==> src/rtl/aram_pkg.sv <==
package aram_pkg;
    typedef enum logic [1:0] {
        ACC_FETCH0 = 2'd0,
        ACC_FETCH1 = 2'd1,
        ACC_XFER   = 2'd2
    } acc_kind_e;
endpackage

==> src/rtl/aram_slot_timer.sv <==
module aram_slot_timer
    import aram_pkg::*;
#(
    parameter int ACCESS_CYCLES       = 8,
    parameter int NUM_VOICES          = 24,
    parameter int ACCESSES_PER_PERIOD = 96,
    localparam int PHASE_W = (ACCESS_CYCLES > 1) ? $clog2(ACCESS_CYCLES) : 1,
    localparam int ACC_W   = $clog2(ACCESSES_PER_PERIOD),
    localparam int VOICE_W = $clog2(NUM_VOICES + 1)
) (
    input  logic               clk,
    input  logic               rst_n,
    output logic               access_start,
    output logic               period_start,
    output logic               voice_active,
    output logic [VOICE_W-1:0] voice,
    output acc_kind_e          kind
);
    typedef struct packed {
        logic [PHASE_W-1:0] phase;
        logic [ACC_W-1:0]   acc;
        logic [VOICE_W-1:0] voice;
        acc_kind_e          kind;
    } tmr_t;

    tmr_t st_q, st_d;

    localparam logic [PHASE_W-1:0] LAST_PHASE = PHASE_W'(ACCESS_CYCLES - 1);
    localparam logic [ACC_W-1:0]   LAST_ACC   = ACC_W'(ACCESSES_PER_PERIOD - 1);
    localparam logic [VOICE_W-1:0] NV         = VOICE_W'(NUM_VOICES);

    always_comb begin
        st_d = st_q;
        if (st_q.phase == LAST_PHASE) begin
            st_d.phase = '0;
            if (st_q.acc == LAST_ACC) begin
                st_d.acc   = '0;
                st_d.voice = '0;
                st_d.kind  = ACC_FETCH0;
            end else begin
                st_d.acc = st_q.acc + 1'b1;
                if (st_q.voice < NV) begin
                    case (st_q.kind)
                        ACC_FETCH0: st_d.kind = ACC_FETCH1;
                        ACC_FETCH1: st_d.kind = ACC_XFER;
                        default: begin
                            st_d.kind  = ACC_FETCH0;
                            st_d.voice = st_q.voice + 1'b1;
                        end
                    endcase
                end
            end
        end else begin
            st_d.phase = st_q.phase + 1'b1;
        end
    end

    always_ff @(posedge clk or negedge rst_n) begin
        if (!rst_n) begin
            st_q <= '{phase: '0, acc: '0, voice: '0, kind: ACC_FETCH0};
        end else begin
            st_q <= st_d;
        end
    end

    assign access_start = (st_q.phase == '0);
    assign period_start = access_start && (st_q.acc == '0);
    assign voice_active = (st_q.voice < NV);
    assign voice        = st_q.voice;
    assign kind         = st_q.kind;
endmodule

==> src/rtl/aram_stage_fifo.sv <==
module aram_stage_fifo #(
    parameter int DEPTH  = 32,
    parameter int DATA_W = 16,
    localparam int PTR_W = (DEPTH > 1) ? $clog2(DEPTH) : 1,
    localparam int CNT_W = $clog2(DEPTH + 1)
) (
    input  logic              clk,
    input  logic              rst_n,
    input  logic              push,
    input  logic [DATA_W-1:0] push_data,
    input  logic              pop,
    output logic [DATA_W-1:0] head,
    output logic              empty,
    output logic              full
);
    typedef struct packed {
        logic [PTR_W-1:0] rd_ptr;
        logic [PTR_W-1:0] wr_ptr;
        logic [CNT_W-1:0] count;
    } fifo_t;

    fifo_t st_q, st_d;
    logic [DATA_W-1:0] mem_q [DEPTH];

    localparam logic [PTR_W-1:0] LAST_PTR = PTR_W'(DEPTH - 1);
    localparam logic [CNT_W-1:0] FULL_CNT = CNT_W'(DEPTH);

    logic do_push, do_pop;

    always_comb begin
        do_push = push && (st_q.count != FULL_CNT);
        do_pop  = pop && (st_q.count != '0);
        st_d    = st_q;
        if (do_push) begin
            st_d.wr_ptr = (st_q.wr_ptr == LAST_PTR) ? '0 : st_q.wr_ptr + 1'b1;
        end
        if (do_pop) begin
            st_d.rd_ptr = (st_q.rd_ptr == LAST_PTR) ? '0 : st_q.rd_ptr + 1'b1;
        end
        case ({do_push, do_pop})
            2'b10:   st_d.count = st_q.count + 1'b1;
            2'b01:   st_d.count = st_q.count - 1'b1;
            default: st_d.count = st_q.count;
        endcase
    end

    always_ff @(posedge clk or negedge rst_n) begin
        if (!rst_n) begin
            st_q <= '0;
        end else begin
            st_q <= st_d;
        end
    end

    always_ff @(posedge clk) begin
        if (do_push) begin
            mem_q[st_q.wr_ptr] <= push_data;
        end
    end

    assign head  = mem_q[st_q.rd_ptr];
    assign empty = (st_q.count == '0);
    assign full  = (st_q.count == FULL_CNT);
endmodule

==> src/rtl/aram_xfer_addr.sv <==
module aram_xfer_addr #(
    parameter int ADDR_W = 18
) (
    input  logic              clk,
    input  logic              rst_n,
    input  logic              load,
    input  logic [ADDR_W-1:0] load_val,
    input  logic              step,
    output logic [ADDR_W-1:0] addr
);
    logic [ADDR_W-1:0] addr_q, addr_d;

    always_comb begin
        addr_d = addr_q;
        if (load) begin
            addr_d = load_val;
        end else if (step) begin
            addr_d = addr_q + 1'b1;
        end
    end

    always_ff @(posedge clk or negedge rst_n) begin
        if (!rst_n) begin
            addr_q <= '0;
        end else begin
            addr_q <= addr_d;
        end
    end

    assign addr = addr_q;
endmodule

==> src/rtl/aram_slot_sched.sv <==
module aram_slot_sched
    import aram_pkg::*;
#(
    parameter int ACCESS_CYCLES       = 8,
    parameter int NUM_VOICES          = 24,
    parameter int ACCESSES_PER_PERIOD = 96,
    parameter int BUF_DEPTH           = 32,
    parameter int DATA_W              = 16,
    parameter int ADDR_W              = 18,
    localparam int VOICE_W = $clog2(NUM_VOICES + 1)
) (
    input  logic               clk,
    input  logic               rst_n,
    input  logic               host_wr_valid,
    input  logic [DATA_W-1:0]  host_wr_data,
    input  logic               host_addr_load,
    input  logic [ADDR_W-1:0]  host_addr,
    input  logic [ADDR_W-1:0]  voice_addr,
    output logic               ram_rd,
    output logic               ram_wr,
    output logic [ADDR_W-1:0]  ram_addr,
    output logic [DATA_W-1:0]  ram_wdata,
    output logic [VOICE_W-1:0] cur_voice,
    output logic               cur_fetch,
    output logic               voice_active,
    output logic               buf_empty
);
    logic              access_start;
    logic              period_start;
    acc_kind_e         kind;
    logic [DATA_W-1:0] head;
    logic              buf_full;
    logic [ADDR_W-1:0] xfer_addr;
    logic              xfer_slot;

    aram_slot_timer #(
        .ACCESS_CYCLES      (ACCESS_CYCLES),
        .NUM_VOICES         (NUM_VOICES),
        .ACCESSES_PER_PERIOD(ACCESSES_PER_PERIOD)
    ) u_timer (
        .clk         (clk),
        .rst_n       (rst_n),
        .access_start(access_start),
        .period_start(period_start),
        .voice_active(voice_active),
        .voice       (cur_voice),
        .kind        (kind)
    );

    aram_stage_fifo #(
        .DEPTH (BUF_DEPTH),
        .DATA_W(DATA_W)
    ) u_fifo (
        .clk      (clk),
        .rst_n    (rst_n),
        .push     (host_wr_valid),
        .push_data(host_wr_data),
        .pop      (ram_wr),
        .head     (head),
        .empty    (buf_empty),
        .full     (buf_full)
    );

    aram_xfer_addr #(
        .ADDR_W(ADDR_W)
    ) u_addr (
        .clk     (clk),
        .rst_n   (rst_n),
        .load    (host_addr_load),
        .load_val(host_addr),
        .step    (ram_wr),
        .addr    (xfer_addr)
    );

    always_comb begin
        xfer_slot = access_start && voice_active && (kind == ACC_XFER);
        ram_rd    = access_start && voice_active && (kind != ACC_XFER);
        ram_wr    = xfer_slot && !buf_empty;
        ram_addr  = ram_wr ? xfer_addr : voice_addr;
        ram_wdata = head;
        cur_fetch = (kind == ACC_FETCH1);
    end
endmodule

==> config.mk <==
export PLATFORM = sky130hd
export DESIGN_NAME = aram_slot_sched
export DESIGN_NICKNAME = d
export VERILOG_FILES = /design/src/rtl/aram_pkg.sv /design/src/rtl/aram_slot_timer.sv /design/src/rtl/aram_stage_fifo.sv /design/src/rtl/aram_xfer_addr.sv /design/src/rtl/aram_slot_sched.sv
export SDC_FILE = /design/constraint.sdc
export NUM_CORES = 1
export LEC_CHECK = 0
export BUFFER_PORTS_ARGS = -buffer_cell sky130_fd_sc_hd__buf_2
export CAP_MARGIN = 10
export CORE_MARGIN = 1
export CORE_UTILIZATION = 44
export CTS_CLUSTER_DIAMETER = 200
export DETAILED_ROUTE_END_ITERATION = 8
export SLEW_MARGIN = 20
export SYNTH_ARGS = -nofsm -noshare
export SYNTH_HDL_FRONTEND = slang
export SYNTH_SLANG_ARGS = --single-unit
==> constraint.sdc <==
create_clock -name clk -period 4.2 [get_ports clk]
set_input_delay 0.84 -clock clk [delete_from_list [all_inputs] [get_ports clk]]
set_output_delay 0.84 -clock clk [all_outputs]
set_load 0.02 [all_outputs]
==> results.cfg, run 1 <==
[synth]
ys_warn_count = 0
yosysUniqueCellTypes = 59
synth_seq_cells = 563
netlist_instances = 1328
ys_async_sr_fraction_pct = 9.06
netlist_area_um2 = 23000
yosysTopAreaCell = edfxtp_1
synth_ff_type = edfxtp_1
synth_top_area_share_pct = 66.9
avgSynthCellArea_um2 = 17.3
synth.most_common_cell = edfxtp_1
yosys-top-cells-count = 512 x edfxtp_1, 97 x mux2i_1, 67 x a22oi_1, 64 x mux4_2, 64 x nor2_1
yosysSeqAreaShare_pct = 72.4
synth_edf_count = 512
syn_nets = 1403
synth_area_leaders = edfxtp_1 67%, mux4_2 6.3%, dfrtp_1 5.6%

[run]
drv_cap = 0

[die]
die_width_um = 231
die_h_um = 231
dieArea_um2 = 53200
fp-row-count = 83
io_pins = 100
coreArea_um2 = 51500
initial_core_util_pct = 44.6

[route]
num_vias = 12800
wl_per_cell_um = 25.0
drtAntennaViolNets = 0
drt_drc_violations_left = 0
firstDrtPassIters = 5
drt_iter0_drc = 1147
via_per_inst = 5.83
routed_wl_mm = 54.8

[cts]
post_cts_buffers = 0
cts.sinks = 563
clkLatencyLatePin_ps = 630
clockBufferDepth = 3
numCtsBuffers = 59
clock-root-buffer = clkbuf_16
cts-resized-gates = 0
cts_tree = built
htreeDepth = 2
clkTransAtPathRegs_ps = 60
cts_hold_buf = 0

[cells_and_area]
nets = 1544
drive_above_1_share_pct = 25.2
fillerInstances = 4283
diodes = 0
final_core_util_pct = 51.2
regArea_um2 = 16700
design_area_um2 = 26400
area_delta_synth_final_pct = 14.7
multiInputGateArea_um2 = 5940

[pwr]
p_leak_nw = 8.60
p_per_area_nw_per_um2 = 499
ir_worst_vdd_uv = 350

[timing]
slew_viol_final = 0
hold_viol_final = 0
fin_skew_ps = 20.9
setup_violations = 0
tightest_slew_ps = 1010
tns_ps = 0
hold_slack_ps = 291
rsz0062_at_grt = false
period_share_pct = 95.0
period_needed_ps = 3990
fmax_ghz = 0.251
max-slew-margin-rel_pct = 32.3
finalWorstSetupSlack_ps = 210

[place]
place_hpwl_mm = 33.2
place_area_um2 = 24500
pre_cts_ws_ps = 729
gp_congestion = 0.811
portBuffers = 99

[critical_path]
cp.required_ps = 3360
cp-startpoint = u_fifo.st_q[13]
cp.arrival_ps = 3150
cp-end-kind = primary output
critPathMaxFanout = 41
r2r-start = u_timer.st_q[14]
start_kind = flip-flop
path_class = flip-flop to primary output

[worst_hold_path]
hold_path.class = input pin to async pin

[global_routing]
grt_max_degree = 69
grt_use_met3_pct = 3.15
antenna_found_initial = 1
grt_pass1_vias = 12800
gr-usage-met1_pct = 29.9
grt-busiest-layer = met2
grt_use_total_pct = 20.9
grt.overflow.total = 0
grt_pass1_wl_mm = 82.4
met2_usage_pct = 33.2

[status]
status = complete, no violations
routing by layer:
metal / part of all wire (%) / wire length [um] / up-vias
met5: 0 / 0 / -
met4: 2.2 / 1210 / 0
met3: 5.0 / 2740 / 77
met2: 48 / 26100 / 329
met1: 45 / 24800 / 6715
li1: - / - / 5654
flip-flops by register name (all words and copies together), names as in the netlist:
signal         cells
u_fifo.mem_q     512
u_addr.addr       18
u_fifo.st_q       16
u_timer.st_q      10
u_timer.voice      5
u_timer.kind       2
cell usage in the layout (no fill, tap or decap), types with 24 or more instances in the layout:
cell / n
a22oi_1: 67
a31oi_1: 40
buf_2: 99
buf_4: 55
clkbuf_16: 60
dfrtp_1: 49
edfxtp_1: 512
mux2_2: 53
mux2i_1: 97
mux4_2: 64
nand2_1: 33
nand3_1: 24
nand4_1: 27
nor2_1: 53
o211ai_1: 31
o21ai_0: 25
cell families after synthesis:
group,after synthesis,share of synthesized area [%]
flip-flops,563,72.4
XOR/XNOR,7,0.267
AO/OA/AOI/OAI,204,6.29
multiplexers,214,13.1
AND/OR/NAND/NOR,219,4.97
buffers and inverters,102,1.90
adder cells (fa/ha/maj),19,1.07
critical path, stage by stage (launching register included):
cell,delay [ps]
dfrtp_4,730
buf_4,570
mux4_2,420
a22oi_1,390
nand4_1,160
buf_2,210
final timing paths:
check                                    to  depth (start not counted)  slack, ps
setup / recovery              ram_wdata[13]                          5        210
hold / removal             u_timer.voice[1]                          1        290
setup reg to reg             u_fifo.st_q[5]                         14        820
hold reg to reg            u_timer.st_q[14]                          1        470
max in group asynchronous   u_fifo.st_q[11]                          2       3090
min in group clk             u_addr.addr[7]                          3        450
power breakdown:
group	total, W	internal, W	switching [W]
clock network	0.00498	0.00285	0.00213
registers	0.00663	0.00646	0.000168
logic	0.00157	0.000625	0.000944
through the flow:
stage	total power [W]	std cells
2_1_floorplan	0.00773	1328
3_3_place_gp	0.00828	2087
3_5_place_dp	0.00831	2087
4_1_cts	0.0133	2189
5_1_grt	0.0136	2190
6_report	0.0132	2190
area by class of cell:
cell class              instances  area share [%]
well taps                     680            3.23
clock buffers                  73            5.88
inverters                      23           0.327
repair buffers                159            3.85
clock inverters                29            1.04
flip-flops and latches        563            63.2
multi-input cells             663            22.5
(Power assumes the default switching activity.)
==> inputs of run 2 (changes only) <==
Settings changed: BUFFER_PORTS_ARGS -buffer_cell sky130_fd_sc_hd__buf_2 to -buffer_cell sky130_fd_sc_hd__buf_4, SKIP_CTS_REPAIR_TIMING set to 1, TNS_END_PERCENT set to 1.
==> run 2 against run 1 <==
Against the previous run:
- sequential power barely moved
- first-iteration DRC count decreased by 3.2%
- critical path type unchanged
- via count fell by 0.57%
- highest routed layer unchanged
- routed wire length fell by 1.9%
- cell area up 0.74%
==> results.cfg, run 2 (synthesis gave the netlist of run 1 again) <==
[status]
status = complete, no violations

[cells_and_area]
layout_commonest_cell = edfxtp_1
regMostFlops = u_fifo.mem_q
area_delta_synth_final_pct = 15.6
mostFrequentLayoutCells = 512 x edfxtp_1, 149 x buf_4, 97 x mux2i_1, 67 x a22oi_1, 64 x mux4_2
largest_reg_flops = 512
drive_above_1_share_pct = 25.3
nets = 1537

[cts]
cts.sinks = 563
cts_tree = built
clock-root-buffer = clkbuf_16
htreeDepth = 2
clockBufferDepth = 3
numCtsBuffers = 57
clkTransAtPathRegs_ps = 60
clkLatencyLatePin_ps = 630

[die]
die_width_um = 231
initial_core_util_pct = 44.6
io_pins = 100
die_h_um = 231
coreArea_um2 = 51500
dieArea_um2 = 53200
fp-row-count = 83

[critical_path]
r2r-start = u_timer.st_q[14]
cp-end-kind = primary output
cp_top_family = flip-flops
start_kind = flip-flop
path_class = flip-flop to primary output
cp.arrival_ps = 3130
cp.required_ps = 3360
worst_path_max_delay_cell = dfrtp_4
critPathMaxFanout = 66
cp-startpoint = u_fifo.st_q[11]
r2r_slack_ps = 810
path_cells = buf_12, mux4_2, a22oi_1, nand4_1, buf_4
max_stage_delay_ps = 660
critPathBufInv = 2

[route]
num_vias = 12700
firstDrtPassIters = 5
drt_drc_violations_left = 0
routed_wl_mm = 53.8
drt_iter0_drc = 1110
wl_per_cell_um = 24.6
via_per_inst = 5.80
drtAntennaViolNets = 0

[place]
gp_congestion = 0.823
pre_cts_ws_ps = 752
place_hpwl_mm = 32.5
portBuffers = 99

[timing]
tightest_slew_ps = 1070
slew_viol_final = 0
hold_viol_final = 0
fmax_ghz = 0.252
tns_ps = 0
rsz0062_at_grt = false
setup_violations = 0
finalWorstSetupSlack_ps = 226
fin_skew_ps = 29.4
period_share_pct = 94.6
period_needed_ps = 3970
max-slew-margin-rel_pct = 28.7

[global_routing]
grt_pass1_vias = 12800
antenna_found_initial = 0
grt_max_degree = 67
grt_use_total_pct = 20.4
grt_pass1_wl_mm = 80.5
grt.overflow.total = 0

[worst_hold_path]
hold_path.class = input pin to async pin

[run]
drv_cap = 0

[pwr]
p_per_area_nw_per_um2 = 493
p_leak_nw = 8.64
ir_worst_vdd_uv = 350
## run 2: cell types whose count changed in the layout (fill, tap and decap cells not counted), moves of 2 or more
cell        delta
clkbuf_1       -5
clkinv_2       +3
clkinv_1       -2
buf_2         -99
inv_6          +5
nor2_1         +3
buf_4         +94
nor2_2         -3
clkinvlp_4     +4
clkbuf_16      -3
## run 2: final cells by class
class                      instances  area, um^2
multi-input combinational        663        5930
sequential                       563       16700
timing repair buffer             154        1230
tap                              680         851
antenna                            1        2.50
clock buffer                      66        1470
fill                            4206       24900
inverter                          23        86.3
clock inverter                    39         344
## run 2: worst paths after layout
check | endpoint | cells after the start
worst max register to register | u_fifo.st_q[5] | 13
worst min-delay path | u_timer.voice[0] | 1
max in group asynchronous | u_fifo.st_q[11] | 1
worst min register to register | u_timer.st_q[14] | 1
worst max-delay path | ram_wdata[0] | 5
min in group clk | u_addr.addr[11] | 3
## run 2: worst register-to-register path, stage by stage, from the launching register on
cell and delay [ps]:
dfrtp_1 410, inv_1 80, ha_1 160, or3b_4 420
nor2_1 120, buf_4 160, nand2_1 80, inv_1 150
ha_1 340, ha_1 330, or4b_2 670, o311ai_0 110
or3b_2 180, xnor2_1 110
## run 2: per-stage QoR
| step | cells | total power, W | util [%] | instance area, um^2 | hold slack (ps) |
|---|---|---|---|---|---|
| global placement | 2082 | 0.00831 | 48.0 | 24700 | 448 |
| floorplan | 1328 | 0.00773 | - | 23000 | 424 |
| finish | 2189 | 0.0131 | 51.6 | 26600 | 252 |
| detailed placement | 2082 | 0.00834 | 48.0 | 24700 | 471 |
| CTS | 2187 | 0.0132 | 51.5 | 26500 | 257 |
| global route | 2188 | 0.0136 | 51.6 | 26600 | 293 |
## run 2: power breakdown
group | switching (W) | internal, W | total (W)
registers | 0.000166 | 0.00646 | 0.00662
clock network | 0.00217 | 0.00272 | 0.00488
logic | 0.000946 | 0.000659 | 0.00161
total | 0.00328 | 0.00983 | 0.0131
## run 2: per-layer routing
metal / wire length [um] / vias to the layer above / part of all wire (%) / track usage (%)
met2: 25400 / 380 / 47 / 32.3
met3: 2960 / 74 / 5.5 / 3.26
met5: 0 / - / 0 / 0
met4: 1100 / 0 / 2.0 / 4.88
li1: - / 5650 / - / -
met1: 24300 / 6598 / 45 / 29.5
==> inputs of run 3 (changes only) <==
--- a/config.mk
+++ b/config.mk
@@ -12,6 +12,7 @@
 export CTS_CLUSTER_DIAMETER = 200
 export DETAILED_ROUTE_END_ITERATION = 8
+export PLACE_DENSITY = 0.65
 export SKIP_CTS_REPAIR_TIMING = 1
-export SLEW_MARGIN = 20
+export SLEW_MARGIN = 25
 export SYNTH_ARGS = -nofsm -noshare
 export SYNTH_HDL_FRONTEND = slang
==> constraint.sdc (replaced) <==
create_clock -name clk -period 4.2 [get_ports clk]
set_input_delay 0.84 -clock clk [delete_from_list [all_inputs] [get_ports clk]]
set_output_delay 0.84 -clock clk [all_outputs]
set_load 0.005 [all_outputs]
==> run 3 against run 2 <==
Against the previous run:
- largest power group unchanged
- worst hold slack better by 22 ps
- setup slack got worse by 22 ps
- cell count shrank 0.59%
- critical path depth is the same
==> results.cfg, run 3 (synthesis gave the netlist of run 1 again) <==
[global_routing]
antenna_found_initial = 0
grt_pass1_vias = 12300
grt.overflow.total = 0
grt_pass1_wl_mm = 76.9
grt_max_degree = 87
grt_use_total_pct = 19.5

[cts]
htreeDepth = 2
cts.sinks = 563
numCtsBuffers = 55
cts_tree = built
clkTransAtPathRegs_ps = 60
clockBufferDepth = 3
clkLatencyLatePin_ps = 620
clock-root-buffer = clkbuf_16

[pwr]
finalPower_w = 0.0129
ir_worst_vdd_uv = 328
p_leak_nw = 8.58
p_per_area_nw_per_um2 = 488

[die]
die_width_um = 231
die_h_um = 231
io_pins = 100
dieArea_um2 = 53200
coreArea_um2 = 51500
fp-row-count = 83
initial_core_util_pct = 44.6

[critical_path]
start_kind = flip-flop
cp-end-kind = primary output
critPathMaxFanout = 36
cp.arrival_ps = 3160
worst_path_max_delay_cell = dfrtp_4
path_cells = buf_12, mux4_2, a22oi_1, nand4_1, buf_4
max_stage_delay_ps = 860
path_class = flip-flop to primary output
cp.required_ps = 3360

[place]
pre_cts_ws_ps = 667
gp_congestion = 0.838
place_hpwl_mm = 31.1
portBuffers = 99

[timing]
rsz0062_at_grt = false
hold_viol_final = 0
period_share_pct = 95.2
fin_skew_ps = 29.1
max-slew-margin-rel_pct = 32.1
tightest_slew_ps = 1020
setup_violations = 0
slew_viol_final = 0
finalWorstSetupSlack_ps = 204
fmax_ghz = 0.250
period_needed_ps = 4000
tns_ps = 0

[cells_and_area]
drive_above_1_share_pct = 25.1
mostFrequentLayoutCells = 512 x edfxtp_1, 143 x buf_4, 97 x mux2i_1, 67 x a22oi_1, 64 x mux4_2
regMostFlops = u_fifo.mem_q
layout_commonest_cell = edfxtp_1
area_delta_synth_final_pct = 15.0
fillerInstances = 4200
nets = 1529
largest_reg_flops = 512
diodes = 0

[route]
via_per_inst = 5.79
drtAntennaViolNets = 0
drt_iter0_drc = 1128
routed_wl_mm = 51.8
num_vias = 12600
firstDrtPassIters = 5
drt_drc_violations_left = 0
wl_per_cell_um = 23.8

[run]
drv_cap = 0

[worst_hold_path]
hold_path.class = input pin to async pin

[status]
status = complete, no violations
## run 3: cell type report
cell class                      count  area (um^2)  area share, %
Clock buffer                       69         1440           5.44
Inverter                           23         86.3          0.326
Sequential cell                   563        16700           63.0
Tap cell                          680          851           3.22
Timing Repair Buffer              148         1170           4.44
Multi-Input combinational cell    663         5950           22.5
Clock inverter                     30          292           1.10
## run 3: metrics by stage
| stage | hold slack [ps] | utilization, % | instances | area (um^2) |
|---|---|---|---|---|
| floorplan | 424 | - | 1328 | 23000 |
| global placement | 447 | 48.0 | 2077 | 24700 |
| detailed placement | 451 | 48.0 | 2077 | 24700 |
| CTS | 270 | 51.4 | 2176 | 26500 |
| global route | 309 | 51.4 | 2176 | 26500 |
| finish | 274 | 51.4 | 2176 | 26500 |
## run 3: final timing paths
kind / startpoint / end / slack, ps / depth (start not counted)
worst min-delay path: rst_n / u_timer.voice[0] / 270 / 1
worst max-delay path: u_fifo.st_q[11] / ram_wdata[5] / 200 / 5
worst max register to register: u_timer.st_q[14] / u_fifo.st_q[5] / 650 / 12
min in group clk: host_addr[7] / u_addr.addr[7] / 460 / 3
worst min register to register: u_timer.st_q[14] / u_timer.st_q[14] / 460 / 1
max in group asynchronous: rst_n / u_fifo.st_q[11] / 3380 / 1
## run 3: worst max-delay path, delay by kind of cell (launching register included)
family	cells	cell delay, ps
flip-flops	1	860
AO/OA/AOI/OAI	1	360
multiplexers	1	530
AND/OR/NAND/NOR	1	280
buffers and inverters	2	490
## run 3: layer usage
metal	track usage [%]	routed length, um
met5	0	0
met4	5.09	943
met1	28.0	22800
met2	30.2	24400
met3	4.00	3580
## run 3: report_power, final
| group | internal, W | switching (W) |
|---|---|---|
| sequential | 0.00646 | 0.000185 |
| clock | 0.00268 | 0.00204 |
| combinational | 0.000652 | 0.000883 |
